==> config.mk <==
export PLATFORM = sky130hd
export DESIGN_NAME = shbus_ctrl
export DESIGN_NICKNAME = d
export VERILOG_FILES = /design/src/rtl/shbus_pkg.sv /design/src/rtl/shbus_prio_pick.sv /design/src/rtl/shbus_arb_fsm.sv /design/src/rtl/shbus_link.sv /design/src/rtl/shbus_rxq.sv /design/src/rtl/shbus_ctrl.sv
export SDC_FILE = /design/constraint.sdc
export NUM_CORES = 1
export LEC_CHECK = 0
export BUFFER_PORTS_ARGS = -buffer_cell sky130_fd_sc_hd__buf_2
export CAP_MARGIN = 0
export CORE_MARGIN = 2
export CORE_UTILIZATION = 45
export CTS_CLUSTER_DIAMETER = 60
export DETAILED_ROUTE_END_ITERATION = 16
export GPL_TIMING_DRIVEN = 0
export PLACE_DENSITY_LB_ADDON = 0.15
export SYNTH_ARGS = -nofsm -noshare
export SYNTH_HDL_FRONTEND = slang
export SYNTH_SLANG_ARGS = --single-unit
==> constraint.sdc <==
create_clock -name clk -period 3.5 [get_ports clk]
set_input_delay 0 -clock clk [delete_from_list [all_inputs] [get_ports clk]]
set_output_delay 0 -clock clk [all_outputs]
set_load 0.05 [all_outputs]
==> src/rtl/shbus_pkg.sv <==
package shbus_pkg;

    typedef enum logic [1:0] {
        ARB_IDLE    = 2'd0,
        ARB_OWNED   = 2'd1,
        ARB_RELEASE = 2'd2
    } arb_state_e;

endpackage

==> src/rtl/shbus_prio_pick.sv <==
module shbus_prio_pick #(
    parameter int N     = 8,
    parameter int IDX_W = (N > 1) ? $clog2(N) : 1
) (
    input  logic [N-1:0]     req,
    output logic             found,
    output logic [IDX_W-1:0] idx
);

    // Scan from the lowest priority upwards so the lowest index is the last write.
    always_comb begin
        found = 1'b0;
        idx   = '0;
        for (int i = N - 1; i >= 0; i--) begin
            if (req[i]) begin
                found = 1'b1;
                idx   = IDX_W'(i);
            end
        end
    end

endmodule

==> src/rtl/shbus_arb_fsm.sv <==
module shbus_arb_fsm
    import shbus_pkg::*;
#(
    parameter int N     = 8,
    parameter int IDX_W = (N > 1) ? $clog2(N) : 1
) (
    input  logic             clk,
    input  logic             rst_n,
    input  logic [N-1:0]     req,
    output logic [N-1:0]     grant,
    output logic             grant_vld,
    output logic [IDX_W-1:0] grant_idx
);

    arb_state_e       st_q, st_d;
    logic [IDX_W-1:0] own_q;
    logic             pick_found;
    logic [IDX_W-1:0] pick_idx;

    shbus_prio_pick #(.N(N), .IDX_W(IDX_W)) u_pick (
        .req   (req),
        .found (pick_found),
        .idx   (pick_idx)
    );

    // State register and owner capture.
    always_ff @(posedge clk or negedge rst_n) begin
        if (!rst_n) begin
            st_q  <= ARB_IDLE;
            own_q <= '0;
        end else begin
            st_q <= st_d;
            if (st_q == ARB_IDLE && pick_found) begin
                own_q <= pick_idx;
            end
        end
    end

    // Next-state logic.
    always_comb begin
        st_d = st_q;
        unique case (st_q)
            ARB_IDLE:    if (pick_found)  st_d = ARB_OWNED;
            ARB_OWNED:   if (!req[own_q]) st_d = ARB_RELEASE;
            ARB_RELEASE: st_d = ARB_IDLE;
            default:     st_d = ARB_IDLE;
        endcase
    end

    // Outputs.
    always_comb begin
        grant_vld = (st_q == ARB_OWNED);
        grant_idx = grant_vld ? own_q : '0;
        grant     = grant_vld ? (N'(1) << own_q) : '0;
    end

endmodule

==> src/rtl/shbus_link.sv <==
module shbus_link #(
    parameter int          N        = 8,
    parameter int          IDX_W    = (N > 1) ? $clog2(N) : 1,
    parameter int          ADDR_W   = 3,
    parameter int          DATA_W   = 8,
    parameter logic [DATA_W-1:0] IDLE_VAL = '1
) (
    input  logic                outclk_unused_guard,
    input  logic                clk,
    input  logic                rst_n,
    input  logic                grant_vld,
    input  logic [IDX_W-1:0]    grant_idx,
    input  logic [N-1:0]        src_send,
    input  logic [N*ADDR_W-1:0] src_addr,
    input  logic [N*DATA_W-1:0] src_data,
    output logic                bus_drive,
    output logic [ADDR_W-1:0]   bus_addr,
    output logic [DATA_W-1:0]   bus_data,
    output logic                cap_vld,
    output logic [ADDR_W-1:0]   cap_addr,
    output logic [DATA_W-1:0]   cap_data
);

    logic              drv_q;
    logic [ADDR_W-1:0] drv_addr_q;
    logic [DATA_W-1:0] drv_data_q;
    logic              launch;

    // Only the granted node's strobe can launch a word.
    assign launch = grant_vld & src_send[grant_idx] & ~outclk_unused_guard;

    // Launch on the rising edge.
    always_ff @(posedge clk or negedge rst_n) begin
        if (!rst_n) begin
            drv_q      <= 1'b0;
            drv_addr_q <= '0;
            drv_data_q <= '0;
        end else begin
            drv_q <= launch;
            if (launch) begin
                drv_addr_q <= src_addr[grant_idx*ADDR_W +: ADDR_W];
                drv_data_q <= src_data[grant_idx*DATA_W +: DATA_W];
            end
        end
    end

    // Single-driver model of the shared bus.
    always_comb begin
        bus_drive = drv_q;
        bus_addr  = drv_q ? drv_addr_q : '0;
        bus_data  = drv_q ? drv_data_q : IDLE_VAL;
    end

    // Capture on the falling edge.
    always_ff @(negedge clk or negedge rst_n) begin
        if (!rst_n) begin
            cap_vld  <= 1'b0;
            cap_addr <= '0;
            cap_data <= '0;
        end else begin
            cap_vld  <= bus_drive;
            cap_addr <= bus_addr;
            cap_data <= bus_data;
        end
    end

endmodule

==> src/rtl/shbus_rxq.sv <==
module shbus_rxq #(
    parameter int DEPTH  = 4,
    parameter int DATA_W = 8,
    localparam int PTR_W = (DEPTH > 1) ? $clog2(DEPTH) : 1,
    localparam int CNT_W = $clog2(DEPTH + 1)
) (
    input  logic              clk,
    input  logic              rst_n,
    input  logic              wr_en,
    input  logic [DATA_W-1:0] wr_data,
    input  logic              rd_en,
    output logic [DATA_W-1:0] rd_data,
    output logic              empty,
    output logic              full,
    output logic              ovf
);

    logic [DATA_W-1:0] mem_q [DEPTH];
    logic [PTR_W-1:0]  wp_q, rp_q;
    logic [CNT_W-1:0]  cnt_q;
    logic              push, pop;

    assign full  = (cnt_q == CNT_W'(DEPTH));
    assign empty = (cnt_q == '0);
    assign push  = wr_en & ~full;
    assign pop   = rd_en & ~empty;

    always_ff @(posedge clk or negedge rst_n) begin
        if (!rst_n) begin
            wp_q  <= '0;
            rp_q  <= '0;
            cnt_q <= '0;
            ovf   <= 1'b0;
            for (int i = 0; i < DEPTH; i++) mem_q[i] <= '0;
        end else begin
            if (push) begin
                mem_q[wp_q] <= wr_data;
                wp_q        <= (wp_q == PTR_W'(DEPTH - 1)) ? '0 : wp_q + 1'b1;
            end
            if (pop) begin
                rp_q <= (rp_q == PTR_W'(DEPTH - 1)) ? '0 : rp_q + 1'b1;
            end
            if (push && !pop)      cnt_q <= cnt_q + 1'b1;
            else if (pop && !push) cnt_q <= cnt_q - 1'b1;
            if (wr_en && full)     ovf   <= 1'b1;
        end
    end

    assign rd_data = mem_q[rp_q];

endmodule

==> src/rtl/shbus_ctrl.sv <==
module shbus_ctrl #(
    parameter int N       = 8,
    parameter int ADDR_W  = 3,
    parameter int DATA_W  = 8,
    parameter int Q_DEPTH = 4,
    parameter logic [DATA_W-1:0] IDLE_VAL = '1,
    localparam int IDX_W  = (N > 1) ? $clog2(N) : 1
) (
    input  logic                clk,
    input  logic                rst_n,
    input  logic [N-1:0]        req,
    input  logic [N-1:0]        src_send,
    input  logic [N*ADDR_W-1:0] src_addr,
    input  logic [N*DATA_W-1:0] src_data,
    input  logic [N-1:0]        rx_pop,
    output logic [N-1:0]        grant,
    output logic                grant_vld,
    output logic [IDX_W-1:0]    grant_idx,
    output logic                bus_drive,
    output logic [ADDR_W-1:0]   bus_addr,
    output logic [DATA_W-1:0]   bus_data,
    output logic [N*DATA_W-1:0] rx_data,
    output logic [N-1:0]        rx_empty,
    output logic [N-1:0]        rx_full,
    output logic [N-1:0]        rx_ovf
);

    logic              cap_vld;
    logic [ADDR_W-1:0] cap_addr;
    logic [DATA_W-1:0] cap_data;

    shbus_arb_fsm #(.N(N), .IDX_W(IDX_W)) u_arb (
        .clk       (clk),
        .rst_n     (rst_n),
        .req       (req),
        .grant     (grant),
        .grant_vld (grant_vld),
        .grant_idx (grant_idx)
    );

    shbus_link #(
        .N(N), .IDX_W(IDX_W), .ADDR_W(ADDR_W), .DATA_W(DATA_W), .IDLE_VAL(IDLE_VAL)
    ) u_link (
        .outclk_unused_guard (1'b0),
        .clk       (clk),
        .rst_n     (rst_n),
        .grant_vld (grant_vld),
        .grant_idx (grant_idx),
        .src_send  (src_send),
        .src_addr  (src_addr),
        .src_data  (src_data),
        .bus_drive (bus_drive),
        .bus_addr  (bus_addr),
        .bus_data  (bus_data),
        .cap_vld   (cap_vld),
        .cap_addr  (cap_addr),
        .cap_data  (cap_data)
    );

    // One receive queue per node, written when the captured address names it.
    for (genvar g = 0; g < N; g++) begin : g_rxq
        shbus_rxq #(.DEPTH(Q_DEPTH), .DATA_W(DATA_W)) u_q (
            .clk     (clk),
            .rst_n   (rst_n),
            .wr_en   (cap_vld && (cap_addr == ADDR_W'(g))),
            .wr_data (cap_data),
            .rd_en   (rx_pop[g]),
            .rd_data (rx_data[g*DATA_W +: DATA_W]),
            .empty   (rx_empty[g]),
            .full    (rx_full[g]),
            .ovf     (rx_ovf[g])
        );
    end

endmodule

==> results by group <==
Global route
  – Initial antenna violation count: 0
  – First-pass GRT wire length: 61.6 mm
  – Grt total ovfl: 0
  – Largest net degree at the start of global routing: 110
  – Tot GR Track Use: 20.6%
  – Vias in the first global route: 11,300

Logic synthesis
  – Multiplexer share of the synthesized area: 30.0%
  – Asr flop ratio synth: 100%
  – Post-synth EDFFs: 0
  – Top FF cell, synth: dfrtp_1
  – Yosys cell types: 44
  – Synth Warn #: 0
  – Yosys reg bits: ~350
  – Cell Area, Synth: between 15,000 and 20,000 sq um
  – Post-synthesis xor/xnor area fraction: 1.25%
  – Synthesized area per cell: 13.9 sq um
  – Largest family of logic cells by synthesized area: multiplexers
  – Post-Syn Instances: about 1,200
  – Seq/Total Area, Yosys: between 50% and 60%
  – Top area cells in the synthesized netlist: dfrtp_1, mux2_2, mux4_2, ha_1, mux2i_1
  – Dominant cell type by area after synthesis: dfrtp_1
  – Post-synthesis compound-gate area fraction: about 3.1%
  – Adder-Cell Fraction of Synth Area: 4.52%
  – Simple logic cell fraction of the synthesized area: under 10%
  – Post-synth top area share: between 50% and 60%
  – Synthesized Nets: ~1,400

Placed design
  – DP Cell Count: between 1,500 and 2,000
  – Detailed Place HPWL: between 20 and 30 mm
  – Pre-CTS setup slack: -0.846 ns
  – Routability Congestion: roughly 0.82
  – Port Buffers: roughly 230
  – DP Area: 18,800 sq um

Routing
  – Residual DRC count: 0
  – Drt first-iter violations: approximately 400
  – Vias/cell: about 5.3
  – Final ANT Viol Nets: 0
  – Routed WL: about 40 mm
  – Wirelength per Cell: 19.3 um
  – DR pass1 iterations: 4
  – Via count: around 11,000

CTS
  – Clk sinks: 349
  – Max Root-Sink Buffers: 3
  – CTS clk-pin slew, worst paths: approximately 0.06 ns
  – Skew-Pair Late Insertion Delay: roughly 0.54 ns
  – Clock Tree Root: clkbuf_16
  – H-tree Lvls: 2
  – Total CTS buffers: 39
  – CTS tree: done

Run
  – Max-Cap Viols: 0

Timing
  – Fin Hold WS: about 0.030 ns
  – Worst Max-Slew Pin Slew: 1.08 ns
  – Endpoints failing hold: 0
  – Setup TNS: -26.29 ns
  – Slew headroom: between 20 and 30%
  – RSZ-0062 raised after global routing: yes
  – Setup WS post-layout: -0.469 ns
  – Max Clock Skew: roughly 0.018 ns
  – Final setup violation count: between 150 and 200
  – Fin. max-slew vios: 0

Power
  – Lkg Pwr: approximately 10 nW
  – PD cells: 825 nW/um^2
  – Total power draw: ~18 mW
  – Worst IR Drop VDD: ~0.45 mV

Floorplan
  – Die Y: between 150 and 200 um
  – Initial Utilization: about 46%
  – Die area: between 30,000 and 40,000 sq um
  – # rows: 70
  – Die span in x: a little under 200 um
  – Core footprint: between 30,000 and 40,000 sq um
  – Num ports: ~230

Worst setup path
  – Crit-path max FO: 4
  – Worst EP required: between 3 and 4 ns
  – CP peak stage delay: roughly 0.5 ns
  – Crit end category: flip-flop
  – Setup CP Type: flip-flop to flip-flop
  – Critical-path cell list: buf_4, buf_6, nand2b_4, nor4_4, buf_4, ha_4, inv_2, fa_2, xor2_1, nor2_1, xor2_1
  – Slowest CP cell: dfrtn_1
  – Type of origin of the critical path: flip-flop
  – Crit path DAT: ~4.4 ns

Final layout
  – Fin util: roughly three fifths
  – Layout cells sized above 1: between 50% and 60%
  – Fin cells: about 2,000
  – Most frequent cells in the layout: dfrtp_1, mux2_2, buf_2
  – Area growth syn-to-layout: 26.6%
  – Nets: approximately 1,700
  – Commonest non-fill, non-tap cell in the layout: dfrtp_1
  – # diodes: 0
  – Design area: between 20,000 and 25,000 sq um

Min path
  – HP Class: input port to flip-flop

Run status
  – Failing checks: setup timing
  – Status: finished, violations left
## what timing repair did
action | 4_1_cts | 5_1_grt
hold endpoints to repair | 273 | 0
setup endpoints to repair | 276 | 255
resized for setup | 58 | 56
hold buffers | 18 | 0
setup buffers | 32 | 25
cloned | 2 | 0
pin swaps | 24 | 24
## power by group
group          total (mW)  internal (mW)  switching, mW
clock                4.35           2.68           1.67
sequential           5.79           5.09          0.696
combinational        7.46           2.98           4.48
## cells by family (layout without fill, tap and decap cells)
logic type / count (synthesis) / in the layout
fa+ha+maj: 56 / 56
xor+xnor: 24 / 24
buf+inv: 128 / 502
simple gates: 184 / 184
mux: 386 / 386
compound gates: 87 / 87
flops: 349 / 349
## registers in the layout (all words and copies together) (netlist names), 8 cells and up
signal / flops
g_rxq.u_q.wp_q: 16
g_rxq.u_q.mem_q: 256
u_link.drv_data_q: 8
g_rxq.u_q.cnt_q: 24
u_link.cap_data: 8
g_rxq.u_q.rp_q: 16
g_rxq.u_q.ovf: 8
## worst max-delay path, delay by kind of cell, from the launching register on
family | cells | cell delay [ns]
and+or+nand+nor | 3 | 0.42
xor gates and xnor gates | 2 | 0.30
DFF | 1 | 0.49
buffers and inverters | 4 | 0.47
adders and majority gates | 2 | 0.47
## synthesized netlist by cell type (all sizes together) (16+ instances only)
cell / count
mux2i: 35
dfrtp: 337
nor3: 23
a21oi: 16
inv: 41
nand2b: 19
mux2: 284
xor2: 16
o21ai: 29
clkbuf: 41
ha: 48
mux4: 67
nor2: 37
nand2: 79
buf: 46
## metal layers
metal | up-vias | GRT usage [%] | wire, um
li1 | 5025 | - | -
met1 | 5524 | 27.6 | 17600
met2 | 213 | 34.7 | 19600
met3 | 54 | 3.12 | 1660
met4 | 0 | 5.99 | 822
met5 | - | 0 | 0
## cell type report
| type | instances | area, sq um |
|---|---|---|
| tap | 468 | 586 |
| inverter | 41 | 154 |
| clock buffer | 50 | 1060 |
| clock inverter | 22 | 320 |
| multi-input combinational | 737 | 8040 |
| sequential | 349 | 8730 |
| timing repair buffer | 302 | 1980 |
| buffer | 87 | 458 |
| fill | 3000 | 15400 |
## final timing paths
kind / startpoint / end / slack [ns] / cells past startpoint
max: u_link.cap_vld / g_rxq[0].u_q.cnt_q[2] / -0.47 / 11
min: src_data[21] / u_link.drv_data_q[5] / 0.03 / 6
max reg2reg: u_link.cap_vld / g_rxq[0].u_q.cnt_q[2] / -0.47 / 11
min reg2reg: g_rxq[7].u_q.ovf / g_rxq[7].u_q.ovf / 0.47 / 1
max in group asynchronous: rst_n / u_link.cap_data[7] / 0.37 / 5
min in group asynchronous: rst_n / g_rxq[5].u_q.mem_q[22] / 0.41 / 3
Power figures use the tool's default switching activity.
